--- src/rtl/vreg_pkg.sv ---
package vreg_pkg;

  localparam int HW        = 16;
  localparam int NUM_BANK  = 4;
  localparam int NUM_BRT   = 3;

  // address folding
  localparam logic [31:0] FOLD_KEEP = 32'h0005_007E;
  localparam logic [31:0] FOLD_SET  = 32'h0005_F800;

  // field masks
  localparam logic [HW-1:0] DCTL_KEEP  = 16'h0703;
  localparam logic [HW-1:0] DSTAT_NEW  = 16'h0702;
  localparam logic [HW-1:0] DSTAT_OLD  = 16'h00FC;
  localparam logic [HW-1:0] DRST_MASK  = 16'h6000;
  localparam logic [HW-1:0] XCTL_KEEP  = 16'h1F03;
  localparam logic [HW-1:0] XSTAT_NEW  = 16'h0002;
  localparam logic [HW-1:0] XSTAT_OLD  = 16'h9F1C;
  localparam logic [HW-1:0] XRST_MASK  = 16'h001F;
  localparam logic [HW-1:0] BRT_FIXED  = 16'h0100;
  localparam logic [HW-1:0] BRT_DATA   = 16'h00FF;
  localparam logic [HW-1:0] NO_REG_VAL = 16'hFFFF;

  typedef enum logic [4:0] {
    SEL_NONE, SEL_PEND, SEL_ENAB, SEL_CLR, SEL_DSTAT, SEL_DCTL,
    SEL_BRT0, SEL_BRT1, SEL_BRT2, SEL_REST, SEL_FRM, SEL_CTA,
    SEL_XSTAT, SEL_XCTL, SEL_VER,
    SEL_SPT0, SEL_SPT1, SEL_SPT2, SEL_SPT3,
    SEL_GPL0, SEL_GPL1, SEL_GPL2, SEL_GPL3,
    SEL_JPL0, SEL_JPL1, SEL_JPL2, SEL_JPL3,
    SEL_BKCOL
  } regSel_e;

  typedef struct packed {
    logic            wrValid;
    regSel_e         wrSel;
    logic [HW-1:0]   wrHalf;
  } wrStrobe_t;

  // offset (low 7 bits of the folded address) to register
  function automatic regSel_e offDecode(input logic [6:0] off);
    regSel_e s;
    case (off)
      7'h00: s = SEL_PEND;
      7'h02: s = SEL_ENAB;
      7'h04: s = SEL_CLR;
      7'h20: s = SEL_DSTAT;
      7'h22: s = SEL_DCTL;
      7'h24: s = SEL_BRT0;
      7'h26: s = SEL_BRT1;
      7'h28: s = SEL_BRT2;
      7'h2A: s = SEL_REST;
      7'h2E: s = SEL_FRM;
      7'h30: s = SEL_CTA;
      7'h40: s = SEL_XSTAT;
      7'h42: s = SEL_XCTL;
      7'h44: s = SEL_VER;
      7'h48: s = SEL_SPT0;
      7'h4A: s = SEL_SPT1;
      7'h4C: s = SEL_SPT2;
      7'h4E: s = SEL_SPT3;
      7'h60: s = SEL_GPL0;
      7'h62: s = SEL_GPL1;
      7'h64: s = SEL_GPL2;
      7'h66: s = SEL_GPL3;
      7'h68: s = SEL_JPL0;
      7'h6A: s = SEL_JPL1;
      7'h6C: s = SEL_JPL2;
      7'h6E: s = SEL_JPL3;
      7'h70: s = SEL_BKCOL;
      default: s = SEL_NONE;
    endcase
    return s;
  endfunction

endpackage

--- src/rtl/vreg_ctrl.sv ---
module vreg_ctrl
  import vreg_pkg::*;
#(
  parameter int ADDR_W = 32
) (
  input  logic              clk,
  input  logic              rstN,
  input  logic [ADDR_W-1:0] busAddr,
  input  logic              wrEn,
  input  logic              accWord,
  input  logic [31:0]       wrData,
  output wrStrobe_t         wrStrb,
  output regSel_e           rdSel,
  output logic              busy
);

  localparam logic [ADDR_W-1:0] KEEP_M = ADDR_W'(FOLD_KEEP);
  localparam logic [ADDR_W-1:0] SET_M  = ADDR_W'(FOLD_SET);
  localparam logic [ADDR_W-1:0] STEP   = ADDR_W'(2);

  // fold an address into the window and pick the register
  function automatic regSel_e addrDecode(input logic [ADDR_W-1:0] a);
    logic [ADDR_W-1:0] off;
    off = ((a & KEEP_M) | SET_M) ^ SET_M;
    if (off[ADDR_W-1:7] != '0) return SEL_NONE;
    return offDecode(off[6:0]);
  endfunction

  logic              busyQ;
  logic [ADDR_W-1:0] hiAddrQ;
  logic [HW-1:0]     hiDataQ;

  // second-half sequencer for word writes
  always_ff @(posedge clk or negedge rstN) begin
    if (!rstN) begin
      busyQ   <= 1'b0;
      hiAddrQ <= '0;
      hiDataQ <= '0;
    end else if (busyQ) begin
      busyQ <= 1'b0;
    end else if (wrEn && accWord) begin
      busyQ   <= 1'b1;
      hiAddrQ <= busAddr + STEP;
      hiDataQ <= wrData[31:16];
    end
  end

  always_comb begin
    if (busyQ) begin
      wrStrb.wrValid = 1'b1;
      wrStrb.wrSel   = addrDecode(hiAddrQ);
      wrStrb.wrHalf  = hiDataQ;
    end else begin
      wrStrb.wrValid = wrEn;
      wrStrb.wrSel   = addrDecode(busAddr);
      wrStrb.wrHalf  = wrData[15:0];
    end
  end

  assign rdSel = addrDecode(busAddr);
  assign busy  = busyQ;

  AST_WORD_SPLITS: assert property (@(posedge clk) disable iff (!rstN)
    (wrEn && accWord && !busy) |=> busy) else $error("word write not split");
  AST_BUSY_ONE: assert property (@(posedge clk) disable iff (!rstN)
    busy |=> !busy) else $error("busy longer than one cycle");
  AST_HIGH_HALF: assert property (@(posedge clk) disable iff (!rstN)
    (wrEn && accWord && !busy) |=> (wrStrb.wrValid && wrStrb.wrHalf == $past(wrData[31:16])))
    else $error("high half not presented");

endmodule

--- src/rtl/vreg_dpath.sv ---
module vreg_dpath
  import vreg_pkg::*;
(
  input  logic                      clk,
  input  logic                      rstN,
  input  wrStrobe_t                 wrStrb,
  input  regSel_e                   rdSel,
  input  logic [HW-1:0]             evtSet,
  output logic [HW-1:0]             rdData,
  output logic                      irqOut,
  output logic [HW-1:0]             pendOut,
  output logic [HW-1:0]             enabOut,
  output logic [HW-1:0]             dispCtlOut,
  output logic [HW-1:0]             dispStatOut,
  output logic [HW-1:0]             drawCtlOut,
  output logic [HW-1:0]             drawStatOut,
  output logic [NUM_BRT*HW-1:0]     brightOut,
  output logic [NUM_BANK*HW-1:0]    bgPalOut,
  output logic [NUM_BANK*HW-1:0]    objPalOut,
  output logic [NUM_BANK*HW-1:0]    sprPtrOut,
  output logic [HW-1:0]             backColOut,
  output logic                      brtChg,
  output logic                      bgPalChg,
  output logic                      objPalChg
);

  localparam int SEL_W = $bits(regSel_e);

  logic [HW-1:0] pendQ, enabQ, dctlQ, dstatQ, xctlQ, xstatQ;
  logic [HW-1:0] restQ, frmQ, ctaQ, verQ, bkcolQ;
  logic [HW-1:0] pendN, enabN, dctlN, dstatN, xctlN, xstatN;
  logic [HW-1:0] restN, frmN, ctaN, verN, bkcolN;

  logic [NUM_BRT-1:0][HW-1:0]  brtQ;
  logic [NUM_BANK-1:0][HW-1:0] sptQ, gplQ, jplQ;

  logic [NUM_BRT-1:0]  brtHit;
  logic [NUM_BANK-1:0] sptHit, gplHit, jplHit;
  logic                bkcolHit;

  logic [HW-1:0] d;
  assign d = wrStrb.wrHalf;

  // one-hot write hits for repeated register groups
  for (genvar g = 0; g < NUM_BRT; g++) begin : gBrtHit
    assign brtHit[g] = wrStrb.wrValid &&
      (wrStrb.wrSel == regSel_e'(SEL_W'(int'(SEL_BRT0) + g)));
  end
  for (genvar g = 0; g < NUM_BANK; g++) begin : gBankHit
    assign sptHit[g] = wrStrb.wrValid &&
      (wrStrb.wrSel == regSel_e'(SEL_W'(int'(SEL_SPT0) + g)));
    assign gplHit[g] = wrStrb.wrValid &&
      (wrStrb.wrSel == regSel_e'(SEL_W'(int'(SEL_GPL0) + g)));
    assign jplHit[g] = wrStrb.wrValid &&
      (wrStrb.wrSel == regSel_e'(SEL_W'(int'(SEL_JPL0) + g)));
  end
  assign bkcolHit = wrStrb.wrValid && (wrStrb.wrSel == SEL_BKCOL);

  // interrupt, control and status next state
  always_comb begin
    pendN  = pendQ;
    enabN  = enabQ;
    dctlN  = dctlQ;
    dstatN = dstatQ;
    xctlN  = xctlQ;
    xstatN = xstatQ;
    restN  = restQ;
    frmN   = frmQ;
    ctaN   = ctaQ;
    verN   = verQ;
    bkcolN = bkcolHit ? d : bkcolQ;
    if (wrStrb.wrValid) begin
      case (wrStrb.wrSel)
        SEL_ENAB: enabN = d;
        SEL_CLR:  pendN = pendQ & ~d;
        SEL_DCTL: begin
          dctlN  = d & DCTL_KEEP;
          dstatN = (d & DSTAT_NEW) | (dstatQ & DSTAT_OLD);
          if (d[0]) begin
            pendN = pendQ & DRST_MASK;
            enabN = enabQ & DRST_MASK;
          end
        end
        SEL_XCTL: begin
          xctlN  = d & XCTL_KEEP;
          xstatN = (xstatQ & XSTAT_OLD) | (d & XSTAT_NEW);
          if (d[0]) begin
            pendN = pendQ & XRST_MASK;
            enabN = enabQ & XRST_MASK;
          end
        end
        SEL_REST: restN = d;
        SEL_FRM:  frmN  = d;
        SEL_CTA:  ctaN  = d;
        SEL_VER:  verN  = d;
        default: ;
      endcase
    end
    // events win over clears and reset masks
    pendN = pendN | evtSet;
  end

  always_ff @(posedge clk or negedge rstN) begin
    if (!rstN) begin
      pendQ  <= '0;
      enabQ  <= '0;
      dctlQ  <= '0;
      dstatQ <= '0;
      xctlQ  <= '0;
      xstatQ <= '0;
      restQ  <= '0;
      frmQ   <= '0;
      ctaQ   <= '0;
      verQ   <= '0;
      bkcolQ <= '0;
    end else begin
      pendQ  <= pendN;
      enabQ  <= enabN;
      dctlQ  <= dctlN;
      dstatQ <= dstatN;
      xctlQ  <= xctlN;
      xstatQ <= xstatN;
      restQ  <= restN;
      frmQ   <= frmN;
      ctaQ   <= ctaN;
      verQ   <= verN;
      bkcolQ <= bkcolN;
    end
  end

  // brightness and palette banks
  always_ff @(posedge clk or negedge rstN) begin
    if (!rstN) begin
      brtQ <= '0;
      sptQ <= '0;
      gplQ <= '0;
      jplQ <= '0;
    end else begin
      for (int i = 0; i < NUM_BRT; i++)
        if (brtHit[i]) brtQ[i] <= (d & BRT_DATA) | BRT_FIXED;
      for (int i = 0; i < NUM_BANK; i++) begin
        if (sptHit[i]) sptQ[i] <= d;
        if (gplHit[i]) gplQ[i] <= d;
        if (jplHit[i]) jplQ[i] <= d;
      end
    end
  end

  // change strobes, one cycle after the write
  always_ff @(posedge clk or negedge rstN) begin
    if (!rstN) begin
      brtChg    <= 1'b0;
      bgPalChg  <= 1'b0;
      objPalChg <= 1'b0;
    end else begin
      brtChg    <= |brtHit;
      bgPalChg  <= (|gplHit) | bkcolHit;
      objPalChg <= (|jplHit) | bkcolHit;
    end
  end

  // read mux
  always_comb begin
    case (rdSel)
      SEL_PEND:  rdData = pendQ;
      SEL_ENAB:  rdData = enabQ;
      SEL_CLR:   rdData = '0;
      SEL_DSTAT: rdData = dstatQ;
      SEL_DCTL:  rdData = dctlQ;
      SEL_BRT0:  rdData = brtQ[0];
      SEL_BRT1:  rdData = brtQ[1];
      SEL_BRT2:  rdData = brtQ[2];
      SEL_REST:  rdData = restQ;
      SEL_FRM:   rdData = frmQ;
      SEL_CTA:   rdData = ctaQ;
      SEL_XSTAT: rdData = xstatQ;
      SEL_XCTL:  rdData = xctlQ;
      SEL_VER:   rdData = verQ;
      SEL_SPT0:  rdData = sptQ[0];
      SEL_SPT1:  rdData = sptQ[1];
      SEL_SPT2:  rdData = sptQ[2];
      SEL_SPT3:  rdData = sptQ[3];
      SEL_GPL0:  rdData = gplQ[0];
      SEL_GPL1:  rdData = gplQ[1];
      SEL_GPL2:  rdData = gplQ[2];
      SEL_GPL3:  rdData = gplQ[3];
      SEL_JPL0:  rdData = jplQ[0];
      SEL_JPL1:  rdData = jplQ[1];
      SEL_JPL2:  rdData = jplQ[2];
      SEL_JPL3:  rdData = jplQ[3];
      SEL_BKCOL: rdData = bkcolQ;
      default:   rdData = NO_REG_VAL;
    endcase
  end

  assign irqOut      = |(pendQ & enabQ);
  assign pendOut     = pendQ;
  assign enabOut     = enabQ;
  assign dispCtlOut  = dctlQ;
  assign dispStatOut = dstatQ;
  assign drawCtlOut  = xctlQ;
  assign drawStatOut = xstatQ;
  assign brightOut   = brtQ;
  assign bgPalOut    = gplQ;
  assign objPalOut   = jplQ;
  assign sprPtrOut   = sptQ;
  assign backColOut  = bkcolQ;

  AST_CLR_TAKES: assert property (@(posedge clk) disable iff (!rstN)
    (wrStrb.wrValid && wrStrb.wrSel == SEL_CLR && evtSet == '0)
      |=> ((pendOut & $past(wrStrb.wrHalf)) == '0)) else $error("clear ignored");
  AST_EVT_SETS: assert property (@(posedge clk) disable iff (!rstN)
    (evtSet != '0) |=> ((pendOut & $past(evtSet)) == $past(evtSet))) else $error("event lost");
  AST_DISP_PRUNE: assert property (@(posedge clk) disable iff (!rstN)
    (wrStrb.wrValid && wrStrb.wrSel == SEL_DCTL && wrStrb.wrHalf[0] && evtSet == '0)
      |=> (((pendOut | enabOut) & ~DRST_MASK) == '0)) else $error("display prune");
  AST_DRAW_PRUNE: assert property (@(posedge clk) disable iff (!rstN)
    (wrStrb.wrValid && wrStrb.wrSel == SEL_XCTL && wrStrb.wrHalf[0] && evtSet == '0)
      |=> (((pendOut | enabOut) & ~XRST_MASK) == '0)) else $error("drawing prune");
  AST_DSTAT_HOLD: assert property (@(posedge clk) disable iff (!rstN)
    (wrStrb.wrValid && wrStrb.wrSel == SEL_DCTL)
      |=> ((dispStatOut & DSTAT_OLD) == ($past(dispStatOut) & DSTAT_OLD))) else $error("display status");
  AST_BRT_FIXED: assert property (@(posedge clk) disable iff (!rstN)
    brtChg |-> ($countones(brightOut & {NUM_BRT{16'hFE00}}) == 0)) else $error("brightness upper bits");
  AST_PEND_WR_IGNORED: assert property (@(posedge clk) disable iff (!rstN)
    (wrStrb.wrValid && wrStrb.wrSel == SEL_PEND && evtSet == '0) |=> $stable(pendOut))
    else $error("pending written");

endmodule

--- src/rtl/vid_irq_regfile.sv ---
module vid_irq_regfile
  import vreg_pkg::*;
#(
  parameter int ADDR_W = 32
) (
  input  logic                   clk,
  input  logic                   rstN,
  input  logic [ADDR_W-1:0]      busAddr,
  input  logic                   wrEn,
  input  logic                   accWord,
  input  logic [31:0]            wrData,
  input  logic [15:0]            evtSet,
  output logic [15:0]            rdData,
  output logic                   busy,
  output logic                   irqOut,
  output logic [15:0]            pendOut,
  output logic [15:0]            enabOut,
  output logic [15:0]            dispCtlOut,
  output logic [15:0]            dispStatOut,
  output logic [15:0]            drawCtlOut,
  output logic [15:0]            drawStatOut,
  output logic [47:0]            brightOut,
  output logic [63:0]            bgPalOut,
  output logic [63:0]            objPalOut,
  output logic [63:0]            sprPtrOut,
  output logic [15:0]            backColOut,
  output logic                   brtChg,
  output logic                   bgPalChg,
  output logic                   objPalChg
);

  wrStrobe_t wrStrb;
  regSel_e   rdSel;

  vreg_ctrl #(.ADDR_W(ADDR_W)) uCtrl (
    .clk     (clk),
    .rstN    (rstN),
    .busAddr (busAddr),
    .wrEn    (wrEn),
    .accWord (accWord),
    .wrData  (wrData),
    .wrStrb  (wrStrb),
    .rdSel   (rdSel),
    .busy    (busy)
  );

  vreg_dpath uDpath (
    .clk         (clk),
    .rstN        (rstN),
    .wrStrb      (wrStrb),
    .rdSel       (rdSel),
    .evtSet      (evtSet),
    .rdData      (rdData),
    .irqOut      (irqOut),
    .pendOut     (pendOut),
    .enabOut     (enabOut),
    .dispCtlOut  (dispCtlOut),
    .dispStatOut (dispStatOut),
    .drawCtlOut  (drawCtlOut),
    .drawStatOut (drawStatOut),
    .brightOut   (brightOut),
    .bgPalOut    (bgPalOut),
    .objPalOut   (objPalOut),
    .sprPtrOut   (sprPtrOut),
    .backColOut  (backColOut),
    .brtChg      (brtChg),
    .bgPalChg    (bgPalChg),
    .objPalChg   (objPalChg)
  );

endmodule

--- config.mk ---
export PLATFORM = sky130hd
export DESIGN_NAME = vid_irq_regfile
export DESIGN_NICKNAME = d
export VERILOG_FILES = /design/src/rtl/vreg_pkg.sv /design/src/rtl/vreg_ctrl.sv /design/src/rtl/vreg_dpath.sv /design/src/rtl/vid_irq_regfile.sv
export SDC_FILE = /design/constraint.sdc
export NUM_CORES = 1
export LEC_CHECK = 0
export BUFFER_PORTS_ARGS = -buffer_cell sky130_fd_sc_hd__buf_2
export CORE_AREA = 2 2 186 188
export DETAILED_ROUTE_END_ITERATION = 6
export DIE_AREA = 0 0 188 190
export PLACE_DENSITY = 0.81
export SLEW_MARGIN = 20
export SYNTH_ARGS = -nofsm -noshare
export SYNTH_HDL_FRONTEND = slang
export SYNTH_SLANG_ARGS = --single-unit
--- constraint.sdc ---
create_clock -name clk -period 7.8 [get_ports clk]
set_input_delay 2.34 -clock clk [delete_from_list [all_inputs] [get_ports clk]]
set_output_delay 2.34 -clock clk [all_outputs]
set_load 0.01 [all_outputs]
* Word-level counts from Yosys, hierarchy flattened
Memory sizes are Yosys's and may differ from the RTL's.
Index checks and enable logic that the tools add are counted.
** Word-level totals
- Bits in registers :: 402
- Memory bits (read-only) :: 1920
- Output and inout port bits :: 373
- Memories :: 3
** Cells by class
- Add/sub/neg operators :: 1
- Eq/ne operators :: 53
- Mux-type cells :: 15
- Bitwise logic cells :: 11
- Reductions and logical operators :: 34
** Memory list
- (name not given) :: depth 128, width 5, read ports 1, clocked after Yosys merged registers in 0, write ports 0, RTL line vreg_pkg.sv:43 : case (off)
- (name not given) :: depth 128, width 5, read ports 1, clocked after Yosys merged registers in 0, write ports 0, RTL line vreg_pkg.sv:43
- (name not given) :: depth 128, width 5, read ports 1, clocked after Yosys merged registers in 0, write ports 0, RTL line vreg_pkg.sv:43
** Operators with widths (count)
- $pmux W16 S27 :: 1
- $eq A5 B5 Y1 const B :: 24
- $pmux W16 S3 :: 2
- $mux W16 :: 5
- $eq A5 B4 Y1 const B :: 15
- $eq A5 B3 Y1 const B :: 7
- $and A16 B16 Y16 :: 2
- $mux W22 :: 1
- $eq A5 B2 Y1 const B :: 4
- $logic_and A1 B1 Y1 :: 17
- $not A16 Y16 :: 1
- $or A16 B16 Y16 :: 1
- $or A16 B2 Y16 :: 1
- $reduce_or A16 Y1 :: 1
- $reduce_and A2 Y1 :: 7
- $reduce_and A4 Y1 :: 3
- $or A11 B8 Y11 :: 1
- $mux W5 :: 2
- $reduce_or A4 Y1 :: 2
- $add A7 B2 Y7 const B :: 1
- $eq A5 B1 Y1 const B :: 1
- $mux W1 :: 4
- $ne A2 B1 Y1 const B :: 2
- $reduce_bool A2 Y1 :: 2
- other kinds (4) :: 7

* Logic depth before layout (Yosys ltp)
- Depth after elaboration :: 8
- Gate-level depth with buffers :: 15

* Cells and area by module
Synthesis repeated with hierarchy kept, for this count alone.
** Unflattened totals
- Cell total of the unflattened synthesis :: 1571
- Area, all modules :: 18820.6 sq um
** By module, submodules not included
- vreg_dpath :: instances 1, cells an instance 1351, area an instance 16975.0 sq um, seq. area each 8658.3 sq um
- vreg_ctrl :: instances 1, cells an instance 220, area an instance 1845.5 sq um, seq. area each 575.6 sq um

* Least setup slack after synthesis
OpenSTA, ideal clock, no wires.
- Path type :: input -> output
- From :: input busAddr[1]
- To :: output rdData[1]
- Arrival time :: 5072 ps
- Setup slack :: 388 ps
- Stages :: 13
- Path buffers :: 3
- Cell sequence :: inv_1 > ha_1 > nor2b_1 > o311ai_1 > a21oi_1 > nor2_1 > buf_2 > buf_2 > buf_2 > mux2i_1 > o22ai_1 > a2111oi_0 > nand4_1
** On the way
- Cells in the longest elaborated chain, start to end :: 3
** RTL lines
- start, declared :: RTL line vid_irq_regfile.sv:8 : input logic [ADDR_W-1:0] busAddr,
- $mem_v2 Z128 W5 (*)
- $eq A5 B5 Y1, or another cell as far along :: RTL line vreg_dpath.sv:164 : case (rdSel)
- $pmux W16 S27 (*) :: RTL line vreg_dpath.sv:164
- end, declared :: RTL line vid_irq_regfile.sv:13 : output logic [15:0] rdData,
Mark *: on every way between the ends. The rest lies on a longest branch, timed or not.

* Final worst setup path
- From :: input busAddr[2]
- To :: output rdData[3]
Same word-level chain as after synthesis.

==> summary.md <==
| Metric | Value |
|---|---|
| Post-synthesis async set-or-reset flop share | 1.00 |
| Clock tree sinks | 369 |
| Remaining antenna violation count | 0 |
| Vias after detailed routing | 18.3k |
| First-pass GRT wire length | 109000 um |
| First DRT Iteration DRCs | 2592 |
| Post-synthesis sequential area ratio | 0.511 |
| Total routing resource utilization after global routing | 0.410 |
| Die Y-Extent | 190 um |
| Final Hold Violating Endpoints | 0 |
| Final period utilization | 0.989 |
| Ratio of total power to cell area | 333 mW/mm2 |
| Hold-fix buffer count after cts | 0 |
| Largest driver fanout on the critical path | 12 |
| Final hold slack | 0.483 ns |
| Leakage | 10.8 nW |
| Class of the worst hold path | reg2reg |
| First element of the critical path | busAddr[2] |
| Clk Latency, worst-skew pair | 0.54 ns |
| Outcome | complete, but fails checks |
| Worst setup skew after layout | 0.0186 ns |
| Die extent in x | 188 um |
| EDFF count, synth | 0 |
| Avg Cell Area, Syn | 9.22 um2 |
| Number of warnings reported in the yosys synthesis log | 0 |
| Max rail drop VDD | 263 uV |
| Share of Yosys cell area claimed by the top area cell type | 0.511 |
| Normalized max-slew margin | 0.185 |
| GRT Residual Overflow | 0 |
| Number of buffers on the longest clock path | 3 |
| Worst R2R Setup Slack | 3.70 ns |
| Number of instances in the synthesized netlist | 1961 |
| CTS tree | done |
| Shortest clock period the worst path allows after layout | 7.71 ns |
| Startpoint of the most critical register-to-register path | uCtrl.busy |
| Estimated wirelength of the detail-placed design | 53500 um |
| Synthesis-to-layout area growth | 24.5% |
| Die ar. | 0.0357 mm2 |
| Clock root buffer | sky130_fd_sc_hd__clkbuf_16 |
| Largest area contributor in the netlist | sky130_fd_sc_hd__dfrtp_1 |
| Nets | 2456 |
| Max Cap Violations | 0 |
| Fraction of final layout cells sized beyond drive strength 1 | 0.287 |
| Port bufs | 362 |
| Transition time at the pin with the least slew margin | 1.22 ns |
| Achievable frequency | 0.130 GHz |
| H-tree level count | 2 |
| Total CTS buffers | 39 |
| Max-slew violation total from the final report | 0 |
| Critical path data required time | 5.46 ns |
| Violations in the final reports | design-rule violations |
| Number of antenna violations at the first check in global routing | 2 |
| Routed wire length per instance | 26.3 um |
| Synthesized cell area | 0.0181 mm2 |
| Vias per cell | 6.43 |
| Power consumption | 7.50 mW |
| Startpoint type of the worst setup path | primary input |
| Worst hold path startpoint | uDpath.frmQ[0] |
| Site row count | 68 |
| Top post-synthesis cells by area | sky130_fd_sc_hd__dfrtp_1 (51%), sky130_fd_sc_hd__nand2_1 (5.9%), sky130_fd_sc_hd__a21oi_1 (5.7%) |
| Wirelength, routed | 74800 um |
| Number of unique standard cell types used by synthesis | 81 |
| Clock slew at the register clock pins of the worst setup and hold paths | 0.07 ns |
| Most used flip-flop cell after synthesis | sky130_fd_sc_hd__dfrtp_1 |
| Number of synthesized register bits | 369 |
| Last weighted congestion value of the routability-driven placer | 0.995 |
| Critical path class | in2out |
| Io pins | 457 |
| Core area | 0.0339 mm2 |
| RSZ-0062 raised after global routing | true |
| DRC violation count after routing | 1 |
| DR pass1 iterations | 7 |
| Final number of setup-violating endpoints | 0 |
| Pin count of the biggest net entering global routing | 134 |
| Data arrival time at the worst-slack endpoint | 5.37 ns |
| Via count of the first global-routing pass | 17.3k |
| Initial Util | 0.533 |
| Nature of the critical path endpoint | output port |
metrics by stage:
stage                     area, um2  setup TNS, ns  worst slack (ns)   util  cells
after global placement        21100         -0.684            -0.143  0.621   2770
final                         22500              0            0.0886  0.663   2841
after floorplan               18300              0             0.388      -   2028
after global routing          22500        -0.0134           -0.0134  0.663   2841
after CTS                     22300              0          0.000644  0.658   2837
after detailed placement      21100         -0.692            -0.172  0.621   2770
sequential cells by signal (all words and copies together) (netlist names):
name	count
uCtrl.busy	1
uCtrl.hiAddrQ	6
uCtrl.hiDataQ	16
uDpath.backColOut	16
uDpath.bgPalChg	1
uDpath.bgPalOut	64
uDpath.brightOut	27
uDpath.brtChg	1
uDpath.ctaQ	16
uDpath.dispCtlOut	4
uDpath.dispStatOut	1
uDpath.drawCtlOut	7
uDpath.enabOut	16
uDpath.frmQ	16
uDpath.objPalChg	1
uDpath.objPalOut	64
uDpath.pendOut	16
uDpath.restQ	16
uDpath.sprPtrOut	64
uDpath.verQ	16
worst paths after layout:
check | depth (start not counted) | endpoint
worst max-delay path | 14 | rdData[3]
worst min-delay path | 2 | uDpath.frmQ[0]
worst max register to register | 7 | uDpath.enabOut[4]
worst min register to register | 2 | uDpath.frmQ[0]
max in group asynchronous | 3 | uDpath.frmQ[13]
min in group asynchronous | 1 | uDpath.pendOut[7]
area by class of cell:
| class | instances | area (um2) |
|---|---|---|
| Timing Repair Buffer | 526 | 3240 |
| Multi-Input combinational cell | 1411 | 8180 |
| Tap cell | 455 | 569 |
| Inverter | 12 | 45.0 |
| Antenna cell | 1 | 2.50 |
| Fill cell | 2699 | 11400 |
| Sequential cell | 369 | 9240 |
| Clock buffer | 52 | 1090 |
| Clock inverter | 15 | 133 |
critical path: stages:
cell and delay (ns):
sky130_fd_sc_hd__buf_2 0.12, sky130_fd_sc_hd__inv_1 0.10, sky130_fd_sc_hd__ha_4 0.21, sky130_fd_sc_hd__nor2b_1 0.13, sky130_fd_sc_hd__o311ai_2 0.38, sky130_fd_sc_hd__a21oi_2 0.15
sky130_fd_sc_hd__nor2_4 0.28, sky130_fd_sc_hd__buf_4 0.28, sky130_fd_sc_hd__buf_4 0.26, sky130_fd_sc_hd__mux2i_1 0.24, sky130_fd_sc_hd__o21ai_0 0.20, sky130_fd_sc_hd__a221oi_1 0.29
sky130_fd_sc_hd__nand3_1 0.19, sky130_fd_sc_hd__buf_2 0.18
metal layers:
layer / vias to the layer above / share of wire / track usage
met4: 2 / 0.063 / 0.223
met5: - / 0.00017 / 0
met3: 301 / 0.13 / 0.106
li1: 7611 / - / -
met2: 1544 / 0.43 / 0.614
met1: 8803 / 0.37 / 0.550
report_power, final:
part	switching (mW)	internal, mW
registers	0.740	2.59
logic	1.38	0.955
clock network	0.808	1.03
total	2.93	4.57
logic make-up after synthesis:
kind of cell             share of synthesized area
AO/OA/AOI/OAI                                0.206
XOR/XNOR                                   0.00194
adder cells (fa/ha/maj)                    0.00900
buffers and inverters                       0.0686
flip-flops                                   0.511
multiplexers                                0.0401
other                                     0.000207
AND/OR/NAND/NOR                              0.164
synth_stat cells (5+ instances only):
master	count
sky130_fd_sc_hd__a2111oi_0	7
sky130_fd_sc_hd__a211o_1	10
sky130_fd_sc_hd__a211oi_1	12
sky130_fd_sc_hd__a21o_1	9
sky130_fd_sc_hd__a21oi_1	206
sky130_fd_sc_hd__a221oi_1	24
sky130_fd_sc_hd__a222oi_1	9
sky130_fd_sc_hd__a22o_1	19
sky130_fd_sc_hd__a22oi_1	27
sky130_fd_sc_hd__a31oi_1	10
sky130_fd_sc_hd__a32o_1	14
sky130_fd_sc_hd__a32oi_1	7
sky130_fd_sc_hd__and2_1	8
sky130_fd_sc_hd__and3_1	20
sky130_fd_sc_hd__buf_1	5
sky130_fd_sc_hd__buf_2	28
sky130_fd_sc_hd__buf_4	73
sky130_fd_sc_hd__clkbuf_1	130
sky130_fd_sc_hd__dfrtp_1	369
sky130_fd_sc_hd__ha_1	13
sky130_fd_sc_hd__inv_1	11
sky130_fd_sc_hd__mux2_2	27
sky130_fd_sc_hd__mux2i_1	42
sky130_fd_sc_hd__nand2_1	286
sky130_fd_sc_hd__nand2b_1	11
sky130_fd_sc_hd__nand3_1	43
sky130_fd_sc_hd__nand4_1	16
sky130_fd_sc_hd__nor2_1	195
sky130_fd_sc_hd__nor2b_1	9
sky130_fd_sc_hd__nor3_1	20
sky130_fd_sc_hd__nor4_1	5
sky130_fd_sc_hd__o211ai_1	7
sky130_fd_sc_hd__o21ai_0	175
sky130_fd_sc_hd__o22ai_1	11
sky130_fd_sc_hd__or2_2	5
sky130_fd_sc_hd__or3_1	10
sky130_fd_sc_hd__or4_1	6
cells in the final DEF (no fill, tap or decap), drive strengths merged, types with 11 or more instances in the layout:
cell / netlist / layout
a211oi: 12 / 12
a21oi: 208 / 208
a221oi: 24 / 24
a22o: 19 / 19
a22oi: 27 / 27
a32o: 14 / 14
and3: 20 / 20
buf: 106 / 526
clkbuf: 130 / 52
conb: 1 / 68
dfrtp: 369 / 369
ha: 13 / 13
inv: 11 / 13
mux2: 27 / 27
mux2i: 42 / 42
nand2: 287 / 287
nand2b: 11 / 11
nand3: 43 / 43
nand4: 16 / 16
nor2: 196 / 196
nor3: 21 / 21
o21ai: 178 / 178
o22ai: 11 / 11
timing repair:
action / CTS / global route
endpoints found under the setup margin: 10 / 15
pin swaps: 0 / 8
gates resized for setup: 4 / 26
setup buffers: 0 / 1
Note: power is estimated with default switching activity, not from simulation.
